[config.mk]
export PLATFORM = sky130hd
export DESIGN_NAME = dram_rd_seq
export DESIGN_NICKNAME = d
export VERILOG_FILES = /design/src/rtl/dram_rd_pkg.sv /design/src/rtl/dram_rd_wait_ctr.sv /design/src/rtl/dram_rd_row_track.sv /design/src/rtl/dram_rd_seq.sv
export SDC_FILE = /design/constraint.sdc
export NUM_CORES = 1
export LEC_CHECK = 0
export ABC_AREA = 1
export BUFFER_PORTS_ARGS = -buffer_cell sky130_fd_sc_hd__buf_4
export CORE_AREA = 4 4 74 76
export DETAILED_ROUTE_END_ITERATION = 16
export DIE_AREA = 0 0 78 80
export PLACE_DENSITY = 0.92
export SLEW_MARGIN = 20
export SYNTH_ARGS = -nofsm -noshare
export SYNTH_HDL_FRONTEND = slang
export SYNTH_HIERARCHICAL = 1
export SYNTH_SLANG_ARGS = --single-unit
[constraint.sdc]
create_clock -name clk -period 5.83 [get_ports clk]
set_input_delay 0.8745 -clock clk [delete_from_list [all_inputs] [get_ports clk]]
set_output_delay 0.8745 -clock clk [all_outputs]
set_load 0.1 [all_outputs]
[src/rtl/dram_rd_pkg.sv]
package dram_rd_pkg;

   typedef enum logic [1:0] {
      CMD_NOP = 2'b00,
      CMD_ACT = 2'b01,
      CMD_RD  = 2'b10,
      CMD_PRE = 2'b11
   } dram_cmd_e;

   typedef enum logic [3:0] {
      ST_IDLE,
      ST_PRE,
      ST_WRP,
      ST_ACT,
      ST_WRCD,
      ST_RD,
      ST_WCL,
      ST_BURST,
      ST_CPRE,
      ST_CWRP
   } seq_state_e;

endpackage

[src/rtl/dram_rd_wait_ctr.sv]
module dram_rd_wait_ctr #(
   parameter int CNT_W = 4
) (
   input  logic             clk,
   input  logic             rst_n,
   input  logic             load,
   input  logic [CNT_W-1:0] load_val,
   output logic [CNT_W-1:0] count,
   output logic             done
);

   logic [CNT_W-1:0] cnt_q;

   always_ff @(posedge clk or negedge rst_n) begin
      if (!rst_n)
         cnt_q <= '0;
      else if (load)
         cnt_q <= load_val;
      else if (cnt_q != '0)
         cnt_q <= cnt_q - 1'b1;
   end

   assign count = cnt_q;
   assign done  = (cnt_q == '0);

endmodule

[src/rtl/dram_rd_row_track.sv]
module dram_rd_row_track #(
   parameter int ROW_W = 15
) (
   input  logic             clk,
   input  logic             rst_n,
   input  logic             open_set,
   input  logic             close,
   input  logic [ROW_W-1:0] set_row,
   input  logic [ROW_W-1:0] cmp_row,
   output logic             is_open,
   output logic             is_hit
);

   logic             open_q;
   logic [ROW_W-1:0] row_q;

   always_ff @(posedge clk or negedge rst_n) begin
      if (!rst_n) begin
         open_q <= 1'b0;
         row_q  <= '0;
      end else if (close) begin
         open_q <= 1'b0;
      end else if (open_set) begin
         open_q <= 1'b1;
         row_q  <= set_row;
      end
   end

   assign is_open = open_q;
   assign is_hit  = open_q && (row_q == cmp_row);

endmodule

[src/rtl/dram_rd_seq.sv]
module dram_rd_seq
   import dram_rd_pkg::*;
#(
   parameter int ROW_W       = 15,
   parameter int COL_W       = 10,
   parameter int T_CL        = 12,
   parameter int T_RCD       = 12,
   parameter int T_RP        = 12,
   parameter int BURST_BEATS = 8
) (
   input  logic             clk,
   input  logic             rst_n,
   input  logic             open_page_mode,
   input  logic             req_valid,
   output logic             req_ready,
   input  logic [ROW_W-1:0] req_row,
   input  logic [COL_W-1:0] req_col,
   output logic [1:0]       cmd,
   output logic [ROW_W-1:0] cmd_row,
   output logic [COL_W-1:0] cmd_col,
   output logic             data_valid,
   output logic             burst_start,
   output logic             burst_end,
   output logic             row_hit,
   output logic             page_miss,
   output logic             row_open
);

   localparam int BURST_CYC = BURST_BEATS / 2;
   localparam int MAX_A     = (T_CL > T_RCD) ? T_CL : T_RCD;
   localparam int MAX_B     = (T_RP > BURST_CYC) ? T_RP : BURST_CYC;
   localparam int MAX_T     = (MAX_A > MAX_B) ? MAX_A : MAX_B;
   localparam int CNT_W     = $clog2(MAX_T + 1);

   localparam logic [CNT_W-1:0] LD_RP    = CNT_W'(T_RP - 2);
   localparam logic [CNT_W-1:0] LD_RCD   = CNT_W'(T_RCD - 2);
   localparam logic [CNT_W-1:0] LD_CL    = CNT_W'(T_CL - 2);
   localparam logic [CNT_W-1:0] LD_BURST = CNT_W'(BURST_CYC - 1);

   // elaboration-time parameter checks
   if (T_CL < 2) begin : g_bad_cl
      $error("T_CL must be at least 2");
   end
   if (T_RCD < 2) begin : g_bad_rcd
      $error("T_RCD must be at least 2");
   end
   if (T_RP < 2) begin : g_bad_rp
      $error("T_RP must be at least 2");
   end
   if ((BURST_BEATS < 2) || (BURST_BEATS % 2 != 0)) begin : g_bad_bl
      $error("BURST_BEATS must be even and at least 2");
   end
   if ((ROW_W < 1) || (COL_W < 1)) begin : g_bad_w
      $error("address widths must be positive");
   end

   seq_state_e       state_q, state_d;
   logic             accept;
   logic             ctr_load, ctr_done;
   logic [CNT_W-1:0] ctr_val, ctr_cnt;
   logic             trk_open, trk_hit;
   logic [ROW_W-1:0] row_q;
   logic [COL_W-1:0] col_q;
   logic             pol_open_q;
   logic             hit_q, miss_q;

   assign accept = (state_q == ST_IDLE) && req_valid;

   // next-state selection
   always_comb begin
      state_d = state_q;
      unique case (state_q)
         ST_IDLE: begin
            if (req_valid) begin
               if (!trk_open)     state_d = ST_ACT;
               else if (trk_hit)  state_d = ST_RD;
               else               state_d = ST_PRE;
            end
         end
         ST_PRE:   if (ctr_done) state_d = ST_WRP;
         ST_WRP:   if (ctr_done) state_d = ST_ACT;
         ST_ACT:   if (ctr_done) state_d = ST_WRCD;
         ST_WRCD:  if (ctr_done) state_d = ST_RD;
         ST_RD:    if (ctr_done) state_d = ST_WCL;
         ST_WCL:   if (ctr_done) state_d = ST_BURST;
         ST_BURST: if (ctr_done) state_d = pol_open_q ? ST_IDLE : ST_CPRE;
         ST_CPRE:  if (ctr_done) state_d = ST_CWRP;
         ST_CWRP:  if (ctr_done) state_d = ST_IDLE;
         default:  state_d = ST_IDLE;
      endcase
   end

   // dwell time of the state being entered
   always_comb begin
      ctr_load = (state_d != state_q);
      unique case (state_d)
         ST_WRP, ST_CWRP: ctr_val = LD_RP;
         ST_WRCD:         ctr_val = LD_RCD;
         ST_WCL:          ctr_val = LD_CL;
         ST_BURST:        ctr_val = LD_BURST;
         default:         ctr_val = '0;
      endcase
   end

   always_ff @(posedge clk or negedge rst_n) begin
      if (!rst_n) begin
         state_q    <= ST_IDLE;
         row_q      <= '0;
         col_q      <= '0;
         pol_open_q <= 1'b0;
         hit_q      <= 1'b0;
         miss_q     <= 1'b0;
      end else begin
         state_q <= state_d;
         hit_q   <= accept && trk_open && trk_hit;
         miss_q  <= accept && trk_open && !trk_hit;
         if (accept) begin
            row_q      <= req_row;
            col_q      <= req_col;
            pol_open_q <= open_page_mode;
         end
      end
   end

   dram_rd_wait_ctr #(.CNT_W(CNT_W)) u_wait (
      .clk      (clk),
      .rst_n    (rst_n),
      .load     (ctr_load),
      .load_val (ctr_val),
      .count    (ctr_cnt),
      .done     (ctr_done)
   );

   dram_rd_row_track #(.ROW_W(ROW_W)) u_track (
      .clk      (clk),
      .rst_n    (rst_n),
      .open_set (state_q == ST_ACT),
      .close    ((state_q == ST_PRE) || (state_q == ST_CPRE)),
      .set_row  (row_q),
      .cmp_row  (req_row),
      .is_open  (trk_open),
      .is_hit   (trk_hit)
   );

   always_comb begin
      unique case (state_q)
         ST_ACT:          cmd = CMD_ACT;
         ST_RD:           cmd = CMD_RD;
         ST_PRE, ST_CPRE: cmd = CMD_PRE;
         default:         cmd = CMD_NOP;
      endcase
   end

   assign req_ready   = (state_q == ST_IDLE);
   assign cmd_row     = row_q;
   assign cmd_col     = col_q;
   assign data_valid  = (state_q == ST_BURST);
   assign burst_start = data_valid && (ctr_cnt == LD_BURST);
   assign burst_end   = data_valid && ctr_done;
   assign row_hit     = hit_q;
   assign page_miss   = miss_q;
   assign row_open    = trk_open;

endmodule

==> results of run 1 <==
cell families (layout without fill, tap and decap cells):
family | Yosys count | in the layout | share of synthesized area
other | 1 | 1 | 0.00139
AOI/OAI and AO/OA | 27 | 27 | 0.0539
DFF | 52 | 52 | 0.483
xor gates and xnor gates | 5 | 5 | 0.0162
adders and majority gates | 1 | 1 | 0.00464
muxes | 4 | 4 | 0.0223
and+or+nand+nor | 203 | 203 | 0.312
buffers and inverters | 65 | 127 | 0.107
sequential cells by signal (all words and copies together) (netlist names):
signal,cells
cmd_row,15
u_track/row_q,15
cmd_col,10
state_q,4
u_wait/count,4
page_miss,1
pol_open_q,1
row_hit,1
u_track/is_open,1
layer usage:
layer | global-route usage | vias to the layer above | wire, um
met5 | 0 | - | 0
met4 | 0.0647 | 0 | 85
met1 | 0.250 | 1147 | 2500
met2 | 0.360 | 80 | 3180
met3 | 0.0463 | 9 | 323
li1 | - | 1185 | -
cells in the mapped netlist (all sizes together):
| cell type | count | share of area |
|---|---|---|
| nand2 | 152 | 0.22 |
| inv | 57 | 0.079 |
| dfrtp | 52 | 0.48 |
| nor2 | 36 | 0.060 |
| a21oi | 15 | 0.029 |
| o21ai | 11 | 0.022 |
| nand3 | 9 | 0.023 |
| buf | 8 | 0.027 |
| xnor2 | 5 | 0.016 |
| mux2 | 4 | 0.022 |
| nor3 | 2 | 0.0037 |
| or2 | 2 | 0.0046 |
| conb | 1 | 0.0014 |
| ha | 1 | 0.0046 |
| nand4 | 1 | 0.0023 |
| nor4 | 1 | 0.0023 |
| o31ai | 1 | 0.0028 |
area by class of cell:
class / count / area [um2]
timing repair buffer: 62 / 465
sequential: 52 / 1300
multi-input combinational: 241 / 1110
inverter: 57 / 214
clock buffer: 6 / 82.6
tap: 67 / 83.8
clock inverter: 2 / 10.0
fill: 370 / 1460
through the flow:
| step | utilization | cell area [um2] | hold WS, ns | std cells | setup WS [ns] |
|---|---|---|---|---|---|
| after floorplan | - | 2700 | 0.449 | 358 | 1.35 |
| after global placement | 0.671 | 3170 | 0.463 | 479 | 3.36 |
| after detailed placement | 0.671 | 3170 | 0.466 | 479 | 3.30 |
| after CTS | 0.691 | 3260 | 0.490 | 487 | 3.11 |
| after global routing | 0.691 | 3260 | 0.508 | 487 | 2.95 |
| final | 0.691 | 3260 | 0.484 | 487 | 3.11 |
cells in the final DEF (no fill, tap or decap), types with 5 or more instances in the layout:
master	n
sky130_fd_sc_hd__nand3_1	7
sky130_fd_sc_hd__buf_4	62
sky130_fd_sc_hd__inv_1	53
sky130_fd_sc_hd__nor2_1	29
sky130_fd_sc_hd__o21ai_0	9
sky130_fd_sc_hd__nor2_2	5
sky130_fd_sc_hd__dfrtp_1	52
sky130_fd_sc_hd__xnor2_1	5
sky130_fd_sc_hd__nand2_1	148
sky130_fd_sc_hd__a21oi_1	14
sky130_fd_sc_hd__clkbuf_8	6
final timing paths:
check                                        from                      endpoint  slack (ns)
max                          state_q[1]$_DFF_PN0_                        cmd[0]        3.11
min                        cmd_col[2]$_DFFE_PN0P_        cmd_col[2]$_DFFE_PN0P_        0.48
max reg2reg                  state_q[1]$_DFF_PN0_  u_track/row_q[8]$_DFFE_PN0P_        3.46
min reg2reg                cmd_col[2]$_DFFE_PN0P_        cmd_col[2]$_DFFE_PN0P_        0.48
max in group asynchronous                   rst_n          state_q[3]$_DFF_PN0_        4.83
min in group asynchronous                   rst_n        cmd_col[1]$_DFFE_PN0P_        0.58
worst min-delay path: cells and delay by family (launching register included):
kind          cells  cell delay [ns]
flops             1             0.35
simple gates      2             0.10
==> impl_metrics.json, run 1 <==
{
  "status": "completed",
  "drive_above_1_share": 0.224,
  "worstHoldPathCells": 2,
  "io_pins": 63,
  "worst_setup_hold_path_clk_slew_ns": 0.09,
  "cts_made_buffers": 5,
  "initialDrtViolationCount": 183,
  "die_width_um": 78,
  "dpl.hpwl_mm": 4.40,
  "crit_path_cell_trace": "nor2_2, inv_1, nor2_1, inv_1, o31ai_1, or2_2, buf_4",
  "yosysUniqueCellTypes": 29,
  "worstPathMaxFanout": 6,
  "layout-area-overhead-vs-synth_pct": 21.1,
  "num_vias": 2421,
  "drt_first_pass_iters": 4,
  "setup-tns-final_ns": 0,
  "fin_crit_sh": 0.467,
  "grt_util_overall": 0.205,
  "finalClockSkew_ns": 0.00775,
  "relSlewSlack": 0.341,
  "cp_slowest_stage_delay_ns": 0.46,
  "worst-path-buf-inv": 3,
  "worstMarginPinSlew_ns": 0.988,
  "report.final.hold_viol_count": 0,
  "ys_seq_area_frac": 0.483,
  "clock_insertion_delay_worst_skew_ns": 0.31,
  "maxCapViolations": 0,
  "cts_num_sinks": 52,
  "wire_per_inst_um": 12.5,
  "core_mm2": 0.00472,
  "ys_ff_latch": 52,
  "min_path_type": "reg -> reg",
  "floorplan.rows": 25,
  "syn_inst": 358,
  "timing.critical_path.slowest_stage_cell": "sky130_fd_sc_hd__dfrtp_1",
  "maxSlewViolCount": 0,
  "worstRegToRegCells": 7,
  "synth_warnings": 6,
  "cts-htree-levels": 2,
  "setup.worst_path.start_class": "flop",
  "place.gp.congestion": 0.894,
  "design.final.nets": 449,
  "cts.repair_timing.setup_buffer_count": 0,
  "start_util": 0.571,
  "cts_hold_buffers": 0,
  "period_needed_ns": 2.72,
  "cts-root-to-sink-buffers": 2,
  "cts_tree": "yes",
  "synth_fp_nets": 388,
  "initial_antenna_violation_count": 0,
  "post-route-drc-count": 0,
  "crit_family": "simple AND/OR/NAND/NOR gates",
  "ant_nets": 0,
  "drt_wl_total_mm": 6.10,
  "clock-root-buffer": "sky130_fd_sc_hd__clkbuf_8",
  "rsz0062_at_grt": "no",
  "grt_overflow_total": 0,
  "path_depth": 7,
  "dieArea_mm2": 0.00624,
  "crit_top_cell": "sky130_fd_sc_hd__inv_1",
  "synthesis.area_mm2": 0.00270,
  "worstSetupPathType": "reg -> out",
  "diodes": 0,
  "setup.worst_path.end_class": "output pin",
  "cp.required_ns": 4.96,
  "die_height_um": 80,
  "via_per_inst": 4.97,
  "grt_pass1_vias": 2282,
  "grt_pass1_wl_mm": 10.1,
  "grt_max_degree": 53,
  "setup_viol": 0,
  "timing.critical_path.arrival_ns": 1.85,
  "post_cts_resize_count": 0,
  "syn_area_per_cell_um2": 7.53,
  "fmaxAchievable_ghz": 0.368,
  "i_o_buffers": 62
}
Power of run 1 is left out: the tool's default activity adds up to more than one toggle a clock period on the data nets, which glitch-free logic cannot reach.
==> run 2: changes to the inputs <==
--- a/config.mk
+++ b/config.mk
@@ -7,10 +7,10 @@
 export LEC_CHECK = 0
 export ABC_AREA = 1
 export BUFFER_PORTS_ARGS = -buffer_cell sky130_fd_sc_hd__buf_4
-export CORE_AREA = 4 4 74 76
+export CORE_AREA = 4 4 80 82
 export DETAILED_ROUTE_END_ITERATION = 16
-export DIE_AREA = 0 0 78 80
-export PLACE_DENSITY = 0.92
+export DIE_AREA = 0 0 84 86
+export PLACE_DENSITY = 0.84
 export SLEW_MARGIN = 20
 export SYNTH_ARGS = -nofsm -noshare
 export SYNTH_HDL_FRONTEND = slang
==> constraint.sdc (replaced) <==
create_clock -name clk -period 2.2 [get_ports clk]
set_input_delay 0.33 -clock clk [delete_from_list [all_inputs] [get_ports clk]]
set_output_delay 0.33 -clock clk [all_outputs]
set_load 0.1 [all_outputs]
==> run 2 against run 1 <==
Count of clock-buffer cells in the layout shrank 1; sequential share of layout area shrank 1.9 points; wire length shrank 2.1%; sequential cell count is the same; die area grew 16%; non-clock buffer count grew 6; critical path depth is the same; cell area grew 5.1%; critical endpoint unchanged.
==> impl_metrics.json, run 2 (synthesis results as in run 1) <==
{
  "status": "completed",
  "drt_first_pass_iters": 5,
  "grt_max_degree": 53,
  "i_o_buffers": 62,
  "layout-area-overhead-vs-synth_pct": 27.3,
  "start_util": 0.469,
  "wire_per_inst_um": 11.9,
  "relSlewSlack": 0.571,
  "maxSlewViolCount": 0,
  "core_mm2": 0.00575,
  "drive_above_1_share": 0.268,
  "via_per_inst": 4.69,
  "finalClockSkew_ns": 0.0161,
  "initialDrtViolationCount": 158,
  "report.final.hold_viol_count": 0,
  "maxCapViolations": 0,
  "diodes": 0,
  "num_vias": 2348,
  "die_width_um": 84,
  "worstMarginPinSlew_ns": 0.644,
  "grt_pass1_vias": 2324,
  "design.final.nets": 455,
  "commonest_non_fill_non_tap_cell_in_the_layout": "sky130_fd_sc_hd__nand2_1",
  "period_needed_ns": 2.08,
  "crit_top_cell": "sky130_fd_sc_hd__inv_1",
  "holdWs_ns": 0.0373,
  "critical_path.startpoint": "state_q[1]$_DFF_PN0_",
  "reg2reg_slack_ns": 0.14,
  "min_path_type": "in -> async",
  "grt_pass1_wl_mm": 10.2,
  "fin_crit_sh": 0.943,
  "cts_tree": "yes",
  "floorplan.rows": 28,
  "crit_path_cell_trace": "nor2_4, inv_1, nor2_1, inv_1, o31ai_2, or2_2, buf_6",
  "cts_made_buffers": 5,
  "clock_insertion_delay_worst_skew_ns": 0.31,
  "timing.critical_path.slowest_stage_cell": "sky130_fd_sc_hd__dfrtp_1",
  "place.gp.congestion": 0.929,
  "cts_num_sinks": 52,
  "post-route-drc-count": 0,
  "io_pins": 63,
  "dpl.hpwl_mm": 4.37,
  "cts-root-to-sink-buffers": 2,
  "fmaxAchievable_ghz": 0.482,
  "die_height_um": 86,
  "worst_setup_hold_path_clk_slew_ns": 0.10,
  "setup_viol": 0,
  "grt_util_overall": 0.173,
  "post-place-cells": 491,
  "ant_nets": 0,
  "finalInstanceArea_mm2": 0.00343,
  "placed_area_mm2": 0.00323,
  "fin_cells": 501,
  "worstReg2RegEnd": "u_wait/count[1]$_DFFE_PN0P_",
  "cts-htree-levels": 2,
  "dieArea_mm2": 0.00722,
  "worst_flop_to_flop_path_startpoint": "u_wait/count[0]$_DFFE_PN0P_",
  "worstRegToRegCells": 17,
  "most-common-layout-cells": "sky130_fd_sc_hd__nand2_1 (147), sky130_fd_sc_hd__buf_4 (67), sky130_fd_sc_hd__dfrtp_1 (50)",
  "initial_antenna_violation_count": 0,
  "clock-root-buffer": "sky130_fd_sc_hd__clkbuf_8",
  "setup.worst_path.end_class": "output pin",
  "timing.critical_path.arrival_ns": 1.75,
  "worstPathMaxFanout": 6,
  "worstSetupPathType": "reg -> out",
  "drt_wl_total_mm": 5.97,
  "cp_slowest_stage_delay_ns": 0.48,
  "cp.required_ns": 1.87,
  "grt_overflow_total": 0,
  "setup.worst_path.start_class": "flop"
}
## run 2: metrics by stage
stage	setup TNS, ns	utilization	worst slack (ns)
6_report	0	0.597	0.125
5_1_grt	-0.0122	0.597	-0.0122
4_1_cts	0	0.589	0.00772
3_5_place_dp	-0.0674	0.563	-0.0608
3_3_place_gp	0	0.563	0.168
2_1_floorplan	0	-	0.0796
## run 2: worst max-delay path: cells and delay by family, from the launching register on
family | cells | cell delay, ns
and+or+nand+nor | 3 | 0.49
buffers and inverters | 3 | 0.38
AOI/OAI and AO/OA | 1 | 0.09
DFF | 1 | 0.48
## run 2: final cells by class
cell class	count	area, um2
sequential	52	1300
timing repair buffer	68	514
clock buffer	5	68.8
multi-input combinational	241	1170
tap	75	93.8
fill	524	2310
inverter	57	214
clock inverter	3	68.8
## run 2: timing repair
item / in CTS / in global routing
pin swaps: 0 / 1
resized for setup: 3 / 11
buffers inserted: 0 / 2
endpoints found under the setup margin: 3 / 11
hold buffers: 0 / 0
## run 2: worst max path at each step
stage                                        to  slack [ns]  depth (start not counted)
floorplan                           burst_start        0.08                          4
global placement    u_wait/count[1]$_DFFE_PN0P_        0.17                         17
detailed placement  u_wait/count[1]$_DFFE_PN0P_       -0.06                         17
CTS                 u_wait/count[1]$_DFFE_PN0P_       0.008                         17
global route        u_wait/count[1]$_DFFE_PN0P_       -0.01                         17
finish                                   cmd[0]        0.12                          7
## run 2: per-layer routing
layer / share of wire / vias to the layer above / GRT usage
met2: 0.51 / 56 / 0.304
met1: 0.44 / 1084 / 0.210
met3: 0.041 / 10 / 0.0365
li1: - / 1198 / -
met4: 0.016 / 0 / 0.0629
met5: 0 / - / 0
Power of run 2 is left out for the same reason.
==> run 3: changes to the inputs <==
--- a/config.mk
+++ b/config.mk
@@ -8,8 +8,10 @@
 export ABC_AREA = 1
 export BUFFER_PORTS_ARGS = -buffer_cell sky130_fd_sc_hd__buf_4
 export CORE_AREA = 4 4 80 82
+export CTS_BUF_LIST = sky130_fd_sc_hd__clkbuf_16
 export DETAILED_ROUTE_END_ITERATION = 16
 export DIE_AREA = 0 0 84 86
+export GPL_TIMING_DRIVEN = 0
 export PLACE_DENSITY = 0.84
 export SLEW_MARGIN = 20
 export SYNTH_ARGS = -nofsm -noshare
==> run 3 against run 2 <==
Non-clock buffer count is 2 higher; sequential share of layout area is 0.38 points lower; cell area is 0.91% higher; first-iteration DRC count is 5.7% higher; clock skew is 0.0079 ns lower; register-to-register slack worse by 0.04 ns; highest routed layer unchanged; via count is 1.0% higher; wire length is 1.7% higher; worst setup slack worse by 0.029 ns; die area stayed put.
==> impl_metrics.json, run 3 (synthesis results as in run 1) <==
{
  "status": "completed",
  "fmaxAchievable_ghz": 0.475,
  "setup_viol": 0,
  "start_util": 0.469,
  "wire_per_inst_um": 12.1,
  "dieArea_mm2": 0.00722,
  "holdWs_ns": 0.0699,
  "worstReg2RegEnd": "u_wait/count[1]$_DFFE_PN0P_",
  "cp.required_ns": 2.40,
  "i_o_buffers": 62,
  "worstPathMaxFanout": 7,
  "cp_slowest_stage_delay_ns": 0.40,
  "ant_nets": 0,
  "drt_wl_total_mm": 6.07,
  "timing.critical_path.arrival_ns": 2.31,
  "grt_pass1_wl_mm": 10.2,
  "timing.critical_path.slowest_stage_cell": "sky130_fd_sc_hd__dfrtp_1",
  "cts_made_buffers": 5,
  "clock_insertion_delay_worst_skew_ns": 0.28,
  "clock-root-buffer": "sky130_fd_sc_hd__clkbuf_16",
  "worstSetupPathType": "reg -> reg",
  "reg2reg_slack_ns": 0.1,
  "period_needed_ns": 2.10,
  "dpl.hpwl_mm": 4.47,
  "worst_setup_hold_path_clk_slew_ns": 0.07,
  "postLayoutSetupSlackWorst_ns": 0.0957,
  "most-common-layout-cells": "sky130_fd_sc_hd__nand2_1 (148), sky130_fd_sc_hd__buf_4 (62), sky130_fd_sc_hd__dfrtp_1 (51)",
  "commonest_non_fill_non_tap_cell_in_the_layout": "sky130_fd_sc_hd__nand2_1",
  "min_path_type": "in -> async",
  "worstRegToRegCells": 16,
  "drt_first_pass_iters": 4,
  "crit_path_cell_trace": "inv_1, ha_4, nand2_1, inv_2, nand2_1, inv_1, nor2_1, nand2_1, nand2_1, nand2_1, inv_1, nand2_1, nand3_4, o21ai_0, nand2_1, o21ai_1",
  "initialDrtViolationCount": 167,
  "place.gp.congestion": 0.879,
  "report.final.hold_viol_count": 0,
  "cts-htree-levels": 2,
  "worst_flop_to_flop_path_startpoint": "u_wait/count[1]$_DFFE_PN0P_",
  "initial_antenna_violation_count": 0,
  "worst-path-buf-inv": 4,
  "crit_family": "simple AND/OR/NAND/NOR gates",
  "setup.worst_path.start_class": "flop",
  "layout-area-overhead-vs-synth_pct": 28.5,
  "maxCapViolations": 0,
  "grt_overflow_total": 0,
  "utilization": 0.603,
  "die_width_um": 84,
  "grt_util_overall": 0.172,
  "crit_top_cell": "sky130_fd_sc_hd__nand2_1",
  "setup.worst_path.end_class": "flop",
  "relSlewSlack": 0.574,
  "grt_max_degree": 53,
  "maxSlewViolCount": 0,
  "cts_num_sinks": 52,
  "cts.repair_timing.setup_buffer_count": 0,
  "design.final.nets": 457,
  "via_per_inst": 4.72,
  "drive_above_1_share": 0.262,
  "die_height_um": 86,
  "post-route-drc-count": 0,
  "finalClockSkew_ns": 0.00818,
  "floorplan.rows": 28,
  "core_mm2": 0.00575,
  "dp_worst_setup_slack_ns": -0.0552,
  "grt_pass1_vias": 2320,
  "worstMarginPinSlew_ns": 0.638,
  "cts_tree": "yes",
  "diodes": 0,
  "io_pins": 63,
  "cts-root-to-sink-buffers": 2,
  "num_vias": 2372,
  "fin_crit_sh": 0.956
}
## run 3: through the flow
step                      cells  cell area (um2)  TNS, ns
final                       503             3460        0
after global routing        503             3460  -0.0558
after CTS                   503             3420        0
after detailed placement    495             3280  -0.0552
after global placement      495             3280        0
after floorplan             358             2720        0
## run 3: metal layers
layer  vias to the layer above  global-route usage  routed length, um
met4                         0              0.0526                 89
met2                        60               0.302               3020
met3                        10              0.0250                270
met5                         -                   0                  0
li1                       1203                   -                  -
met1                      1099               0.222               2690
## run 3: how the worst max path moves through the flow
| stage | from | end | depth (start not counted) |
|---|---|---|---|
| after floorplan | state_q[3]$_DFF_PN0_ | burst_start | 4 |
| final | u_wait/count[1]$_DFFE_PN0P_ | u_wait/count[1]$_DFFE_PN0P_ | 16 |
| after detailed placement | u_wait/count[0]$_DFFE_PN0P_ | u_wait/count[1]$_DFFE_PN0P_ | 16 |
| after global routing | u_track/row_q[11]$_DFFE_PN0P_ | u_wait/count[1]$_DFFE_PN0P_ | 18 |
| after CTS | u_wait/count[0]$_DFFE_PN0P_ | u_wait/count[1]$_DFFE_PN0P_ | 17 |
| after global placement | u_wait/count[0]$_DFFE_PN0P_ | u_wait/count[1]$_DFFE_PN0P_ | 17 |
## run 3: cell type report
cell class	instances	area, um2
buffer	8	73.8
clock buffer	5	125
clock inverter	3	18.8
fill	527	2280
inverter	57	214
multi-input combinational	241	1160
sequential	52	1300
tap	75	93.8
timing repair buffer	62	469
## run 3: timing repair
action | 4_1_cts | 5_1_grt
gates resized for setup | 2 | 11
cloned | 0 | 0
endpoints found under the setup margin | 2 | 5
hold buffers | 0 | 0
pin swaps | 0 | 0
Power of run 3 is left out for the same reason.
